File: config.mk
export PLATFORM = sky130hd
export DESIGN_NAME = tape_regfile
export DESIGN_NICKNAME = d
export VERILOG_FILES = /design/src/rtl/tape_regs_pkg.sv /design/src/rtl/tape_drive_mux.sv /design/src/rtl/tape_status_build.sv /design/src/rtl/tape_ctl_core.sv /design/src/rtl/tape_regfile.sv
export SDC_FILE = /design/constraint.sdc
export NUM_CORES = 1
export LEC_CHECK = 0
export BUFFER_PORTS_ARGS = -buffer_cell sky130_fd_sc_hd__buf_2
export CAP_MARGIN = 20
export CORE_ASPECT_RATIO = 1.25
export CORE_MARGIN = 5
export CORE_UTILIZATION = 46
export DETAILED_ROUTE_END_ITERATION = 12
export MAX_ROUTING_LAYER = met4
export PLACE_DENSITY_LB_ADDON = 0.1
export SLEW_MARGIN = 40
export SYNTH_ARGS = -nofsm -noshare
export SYNTH_HDL_FRONTEND = slang
export SYNTH_SLANG_ARGS = --single-unit
export TNS_END_PERCENT = 10
File: constraint.sdc
create_clock -name clk -period 2.1 [get_ports clk]
set_clock_uncertainty 0.2 [all_clocks]
set_input_delay 0.21 -clock clk [delete_from_list [all_inputs] [get_ports clk]]
set_output_delay 0.21 -clock clk [all_outputs]
set_load 0.01 [all_outputs]
File: src/rtl/tape_regs_pkg.sv
package tape_regs_pkg;

    localparam int WORD_W = 16;

    typedef logic [2:0] reg_idx_t;

    localparam reg_idx_t IDX_STAT = 3'd0;
    localparam reg_idx_t IDX_CMD  = 3'd1;
    localparam reg_idx_t IDX_BCNT = 3'd2;
    localparam reg_idx_t IDX_MADR = 3'd3;
    localparam reg_idx_t IDX_DBUF = 3'd4;
    localparam reg_idx_t IDX_RLIN = 3'd5;

    // command word bit positions
    localparam int CB_GO   = 0;
    localparam int CB_IE   = 6;
    localparam int CB_DONE = 7;
    localparam int CB_UNIT = 8;
    localparam int CB_INIT = 12;
    localparam int CB_ERR  = 15;
    localparam int UNIT_W  = 3;

    localparam logic [WORD_W-1:0] CMD_WMASK  = 16'h6F7E;
    localparam logic [WORD_W-1:0] CMD_RESET  = 16'h0080;

    // status word
    localparam int SB_ILL = 15;
    localparam logic [WORD_W-1:0] LATCH_MASK = 16'hBB80;
    localparam logic [WORD_W-1:0] EFLAG_MASK = 16'hFB80;
    localparam int RL_TICK = 15;

    typedef struct packed {
        logic eof;
        logic eot;
        logic online;
        logic bot;
        logic wlock;
        logic rewind;
        logic busy;
    } drive_flags_t;

    function automatic logic [WORD_W-1:0] merge_bytes(
        input logic [WORD_W-1:0] old_v,
        input logic [WORD_W-1:0] wr_v,
        input logic              is_byte,
        input logic              hi_lane
    );
        logic [WORD_W-1:0] r;
        if (!is_byte)     r = wr_v;
        else if (hi_lane) r = {wr_v[7:0], old_v[7:0]};
        else              r = {old_v[15:8], wr_v[7:0]};
        return r;
    endfunction

    function automatic logic [WORD_W-1:0] status_word(
        input logic [WORD_W-1:0] latched,
        input drive_flags_t      d
    );
        logic [WORD_W-1:0] s;
        s      = latched & LATCH_MASK;
        s[14]  = d.eof;
        s[10]  = d.eot;
        s[6]   = d.online;
        s[5]   = d.bot;
        s[2]   = d.wlock;
        s[1]   = d.rewind;
        s[0]   = ~d.busy;
        return s;
    endfunction

endpackage

File: src/rtl/tape_drive_mux.sv
module tape_drive_mux
    import tape_regs_pkg::*;
#(
    parameter int NUM_DRIVES = 8
) (
    input  drive_flags_t [NUM_DRIVES-1:0] flags,
    input  logic [UNIT_W-1:0]             unit,
    output drive_flags_t                  sel
);
    localparam int SPAN = 1 << UNIT_W;

    drive_flags_t [SPAN-1:0] padded;

    for (genvar i = 0; i < SPAN; i++) begin : g_pad
        if (i < NUM_DRIVES) begin : g_real
            assign padded[i] = flags[i];
        end else begin : g_empty
            assign padded[i] = '0;
        end
    end

    assign sel = padded[unit];
endmodule

File: src/rtl/tape_status_build.sv
module tape_status_build
    import tape_regs_pkg::*;
(
    input  logic [WORD_W-1:0] latched,
    input  drive_flags_t      drive,
    output logic [WORD_W-1:0] status,
    output logic              err
);
    always_comb begin
        status = status_word(latched, drive);
        err    = |(status & EFLAG_MASK);
    end
endmodule

File: src/rtl/tape_ctl_core.sv
module tape_ctl_core
    import tape_regs_pkg::*;
#(
    parameter int NUM_DRIVES = 8
) (
    input  logic                  clk,
    input  logic                  rst,
    input  logic                  acc_rd,
    input  logic                  acc_wr,
    input  logic                  acc_byte,
    input  logic                  acc_hi,
    input  reg_idx_t              acc_idx,
    input  logic [WORD_W-1:0]     wdata,
    input  logic [NUM_DRIVES-1:0] drv_busy,
    input  logic                  cur_err,
    input  logic                  eng_done,
    input  logic [WORD_W-1:0]     eng_err,
    output logic [WORD_W-1:0]     cmd_q,
    output logic [WORD_W-1:0]     bcnt_q,
    output logic [WORD_W-1:0]     madr_q,
    output logic [7:0]            dbuf_q,
    output logic [WORD_W-1:0]     rlin_q,
    output logic [WORD_W-1:0]     latch_q,
    output logic                  irq_q,
    output logic                  start_q
);
    localparam int SPAN = 1 << UNIT_W;

    logic [SPAN-1:0]   busy_ext;
    logic [WORD_W-1:0] cmd_d, bcnt_d, madr_d, rlin_d, latch_d;
    logic [WORD_W-1:0] cmd_m, bcnt_m, madr_m;
    logic [7:0]        dbuf_d;
    logic              irq_d, start_d, init_hit, cmd_wr_ok;

    assign busy_ext = SPAN'(drv_busy);

    always_comb begin
        cmd_m  = merge_bytes(cmd_q,  wdata, acc_byte, acc_hi);
        bcnt_m = merge_bytes(bcnt_q, wdata, acc_byte, acc_hi);
        madr_m = merge_bytes(madr_q, wdata, acc_byte, acc_hi);
        cmd_wr_ok = acc_wr && (acc_idx == IDX_CMD) && cmd_q[CB_DONE];
        init_hit  = cmd_wr_ok && cmd_m[CB_INIT];
    end

    always_comb begin
        cmd_d   = cmd_q;
        bcnt_d  = bcnt_q;
        madr_d  = madr_q;
        dbuf_d  = dbuf_q;
        rlin_d  = rlin_q;
        latch_d = latch_q;
        irq_d   = irq_q;
        start_d = 1'b0;

        if (eng_done) begin
            cmd_d[CB_DONE] = 1'b1;
            latch_d        = latch_q | (eng_err & LATCH_MASK);
            if (cmd_q[CB_IE]) irq_d = 1'b1;
        end

        if (acc_rd && acc_idx == IDX_RLIN)
            rlin_d[RL_TICK] = ~rlin_q[RL_TICK];

        if (acc_wr) begin
            case (acc_idx)
                IDX_CMD: begin
                    if (!cmd_q[CB_DONE]) begin
                        latch_d[SB_ILL] = 1'b1;
                    end else begin
                        cmd_d = (cmd_q & ~CMD_WMASK) | (cmd_m & CMD_WMASK);
                        if (!cmd_m[CB_IE])
                            irq_d = 1'b0;
                        else if (!cmd_q[CB_IE] && (cur_err || cmd_q[CB_DONE]))
                            irq_d = 1'b1;
                        if (cmd_m[CB_GO]) begin
                            if (busy_ext[cmd_m[CB_UNIT +: UNIT_W]]) begin
                                latch_d[SB_ILL] = 1'b1;
                            end else begin
                                start_d        = 1'b1;
                                cmd_d[CB_DONE] = 1'b0;
                                latch_d        = '0;
                                irq_d          = 1'b0;
                            end
                        end
                    end
                end
                IDX_BCNT: bcnt_d = bcnt_m;
                IDX_MADR: madr_d = madr_m;
                IDX_DBUF: if (!(acc_byte && acc_hi)) dbuf_d = wdata[7:0];
                default: ;
            endcase
        end
    end

    always_ff @(posedge clk) begin
        if (rst || init_hit) begin
            cmd_q   <= CMD_RESET;
            bcnt_q  <= '0;
            madr_q  <= '0;
            dbuf_q  <= '0;
            rlin_q  <= '0;
            latch_q <= '0;
            irq_q   <= 1'b0;
            start_q <= 1'b0;
        end else begin
            cmd_q   <= cmd_d;
            bcnt_q  <= bcnt_d;
            madr_q  <= madr_d;
            dbuf_q  <= dbuf_d;
            rlin_q  <= rlin_d;
            latch_q <= latch_d;
            irq_q   <= irq_d;
            start_q <= start_d;
        end
    end
endmodule

File: src/rtl/tape_regfile.sv
module tape_regfile
    import tape_regs_pkg::*;
#(
    parameter int NUM_DRIVES = 8
) (
    input  logic                  clk,
    input  logic                  rst,
    input  logic                  bus_valid,
    input  logic                  bus_write,
    input  logic                  bus_byte,
    input  logic [3:0]            bus_addr,
    input  logic [15:0]           bus_wdata,
    output logic [15:0]           bus_rdata,
    input  logic [NUM_DRIVES-1:0] drv_busy,
    input  logic [NUM_DRIVES-1:0] drv_online,
    input  logic [NUM_DRIVES-1:0] drv_bot,
    input  logic [NUM_DRIVES-1:0] drv_wlock,
    input  logic [NUM_DRIVES-1:0] drv_rewind,
    input  logic [NUM_DRIVES-1:0] drv_eof,
    input  logic [NUM_DRIVES-1:0] drv_eot,
    input  logic                  eng_done,
    input  logic [15:0]           eng_err,
    output logic                  ctl_err,
    output logic                  ctl_done,
    output logic                  irq_req,
    output logic                  start_pulse
);
    drive_flags_t [NUM_DRIVES-1:0] flags;
    drive_flags_t                  cur_drive;
    reg_idx_t                      idx;
    logic [WORD_W-1:0] cmd_q, bcnt_q, madr_q, rlin_q, latch_q, status, cmd_word;
    logic [7:0]        dbuf_q;
    logic              err;

    for (genvar i = 0; i < NUM_DRIVES; i++) begin : g_pack
        assign flags[i] = '{eof: drv_eof[i], eot: drv_eot[i], online: drv_online[i],
                            bot: drv_bot[i], wlock: drv_wlock[i],
                            rewind: drv_rewind[i], busy: drv_busy[i]};
    end

    assign idx = bus_addr[3:1];

    tape_ctl_core #(.NUM_DRIVES(NUM_DRIVES)) u_core (
        .clk      (clk),
        .rst      (rst),
        .acc_rd   (bus_valid && !bus_write),
        .acc_wr   (bus_valid && bus_write),
        .acc_byte (bus_byte),
        .acc_hi   (bus_addr[0]),
        .acc_idx  (idx),
        .wdata    (bus_wdata),
        .drv_busy (drv_busy),
        .cur_err  (err),
        .eng_done (eng_done),
        .eng_err  (eng_err),
        .cmd_q    (cmd_q),
        .bcnt_q   (bcnt_q),
        .madr_q   (madr_q),
        .dbuf_q   (dbuf_q),
        .rlin_q   (rlin_q),
        .latch_q  (latch_q),
        .irq_q    (irq_req),
        .start_q  (start_pulse)
    );

    tape_drive_mux #(.NUM_DRIVES(NUM_DRIVES)) u_mux (
        .flags (flags),
        .unit  (cmd_q[CB_UNIT +: UNIT_W]),
        .sel   (cur_drive)
    );

    tape_status_build u_stat (
        .latched (latch_q),
        .drive   (cur_drive),
        .status  (status),
        .err     (err)
    );

    assign cmd_word = {err, cmd_q[CB_ERR-1:0]};
    assign ctl_err  = err;
    assign ctl_done = cmd_q[CB_DONE];

    always_comb begin
        case (idx)
            IDX_STAT: bus_rdata = status;
            IDX_CMD:  bus_rdata = cmd_word;
            IDX_BCNT: bus_rdata = bcnt_q;
            IDX_MADR: bus_rdata = madr_q;
            IDX_DBUF: bus_rdata = {8'h00, dbuf_q};
            IDX_RLIN: bus_rdata = {~rlin_q[RL_TICK], rlin_q[RL_TICK-1:0]};
            default:  bus_rdata = '0;
        endcase
    end
endmodule


==> flow_summary.toml <==
[placement]
io_buffers = 108
placed_cells = 598
dp_hpwl_um = 8150
globalplace.congestion = 0.920
place_area_um2 = 4550

[setup_path]
cpPeakStageDelay_ps = 520
cp.required_ps = 1690
cp_data_arrival_time_ps = 2130
startpoint = "u_core.cmd_q[8]$_SDFFE_PP0P_"
cp-end-kind = "primary output"
path_buf_inv = 1
path_class = "register to primary output"
crit_family = "multiplexers"
rrSetupSlack_ps = -80
crit_chain = "mux4_2 -> mux2i_4 -> nand3_2 -> a222oi_1 -> o21ai_1 -> buf_2"
slowest_stage = "mux4_2"
r2r-start = "u_core.cmd_q[8]$_SDFFE_PP0P_"
critPathLaunchType = "register"
cp_max_fo = 4

[pwr]
ir_worst_vdd_uv = 440
power.density_nw_per_um2 = 602
cellLeakagePower_nw = 2.12
power.total_w = 0.00296

[grt]
overflow = 0
met3_usage_pct = 4.34
met2_usage_pct = 37.9
grt_use_met1_pct = 27.4
grt_pass1_wl_um = 17400
grt_max_degree = 34
track_usage_pct = 22.6
antenna_found_initial = 0
top_usage_layer = "met2"
first_global_vias = 3554

[yosys]
syn_inst = 393
netlist_area_um2 = 3680
synth_edf_count = 0
syn_area_per_cell_um2 = 9.36
syn_nets = 491
synth_warnings = 0
ys.flop_type = "dfxtp_1"
yosys.area.top_type_share_pct = 34.3
ys_seq_area_share_pct = 34.3
synth_cell_types = 47
async_flop_share_pct = 0
yosys-top-cells-area = "dfxtp_1, mux2i_1, mux4_2"
yosys.area.top_type = "dfxtp_1"
ys_ff_latch = 63

[clocking]
clockRootBuffer = "clkbuf_8"
cts_buffers = 9
clk_latency_ps = 350
clock_sinks = 63
clkTransAtPathRegs_ps = 70
cts_tree = "built"
htreeDepth = 3
clockBufferDepth = 2

[cells_and_area]
diodes = 0
layout.nets = 619
fill_cells = 701
fin_area_um2 = 4910
instances_no_fill = 621
finish.utilization_pct = 63.0
areaGrowthSynthToFinish_pct = 33.4
layout-drive-gt1-share_pct = 38.4

[sta]
rsz0062_at_grt = "yes"
period_share_pct = 121
slew_headroom_pct = 67.1
setup_slack_ps = -439
fmax_ghz = 0.394
drv_slew = 0
setup_viol = 19
hold_violations = 0
period_minus_slack_ps = 2540
tightest_slew_ps = 490

[hold_path]
hold_path.class = "input pin to register"
min_from = "eng_err[8]"

[job]
drv_cap = 0

[detailed_routing]
avgRoutedWirePerCell_um = 17.4
via_count = 3530
dr.pass1.iters = 5
drtIter0Drc = 234
wl_um = 10800
drc = 0
ant_nets = 0
viasPerCell = 5.68

[floorplanning]
num_rows = 36
die-width_um = 90.0
io_pins = 118
start_util_pct = 47.2
coreArea_um2 = 7790
fp.dieH_um = 110
fp.dieArea_um2 = 9900

[outcome]
status = "finished with violations"
violations = "setup timing"
[cell usage in the layout, fill, tap and decap left out, types with 13 or more instances in the layout]
master,count
a211oi_1,20
a31oi_1,13
mux4_2,18
dfxtp_1,61
buf_2,108
nor2b_1,16
nor2_1,72
a21oi_1,18
mux2i_1,49
buf_4,29
[power breakdown]
part	internal, W	switching, W	leakage [nW]
clock network	0.000733	0.000473	0.114
registers	0.00122	0.0000177	0.511
logic	0.000254	0.000261	1.49
total	0.00220	0.000752	2.12
[layout make-up]
type                    count  area (um^2)  area share (%)
multi-input cells         291         2300            46.9
flip-flops and latches     63         1270            25.8
repair buffers            151          978            19.9
clock buffers              13          159            3.24
well taps                  95          119            2.42
clock inverters             3         65.1            1.33
inverters                   5         18.8           0.382
[kinds of logic (layout without fill, tap and decap cells)]
logic type	after synthesis	in the layout	share of synthesized area [%]
xor gates and xnor gates	1	1	0.238
and+or+nand+nor	126	126	16.8
muxes	73	73	26.4
buffers and inverters	39	172	4.93
DFF	63	63	34.3
AOI/OAI and AO/OA	91	91	17.4
[registers in the layout, summed over array words and instances (netlist names)]
name	cells
u_core.bcnt_q	16
u_core.madr_q	16
u_core.cmd_q	13
u_core.dbuf_q	8
u_core.latch_q	7
u_core.irq_q	1
u_core.rlin_q	1
u_core.start_q	1
[worst min-delay path: cells and delay by family]
| family | cells | cell delay [ps] |
|---|---|---|
| buf+inv | 1 | 70 |
| compound gates | 2 | 230 |
[final timing paths]
path	depth (start not counted)	to
setup / recovery	6	bus_rdata[15]
hold / removal	3	u_core.latch_q[8]$_SDFF_PP0_
setup reg to reg	6	u_core.start_q$_SDFF_PP0_
hold reg to reg	2	u_core.bcnt_q[2]$_SDFFE_PP0P_
[synthesized netlist by cell type (7+ instances only)]
library cell  count
mux4_2           18
clkbuf_1         12
nor2_1           72
nor2b_1          16
a211oi_2          7
o22ai_1           9
mux2i_1          53
a211oi_1         20
buf_2            12
nand2_1           9
a31oi_1          13
a21oi_1          18
dfxtp_1          63
[what timing repair did]
action	in CTS	in global routing
endpoints found under the setup margin	19	19
setup buffers	0	1
hold buffers	6	0
hold endpoints to repair	18	0
pin swaps	8	2
resized for setup	11	4
[layer usage]
metal  routed length, um  part of all wire, %
met1                4580                   42
met2                5410                   50
met3                 627                  5.8
met4                 186                  1.7
met5                   0                    0
[through the flow]
stage	hold WS (ps)	TNS [ps]	setup WS, ps
floorplan	118	-18.6	-18.6
finish	18.9	-2790	-439
global placement	272	-1750	-232
global route	27.7	-4450	-545
detailed placement	284	-2310	-249
CTS	5.34	-2880	-452
(Power assumes the default switching activity.)
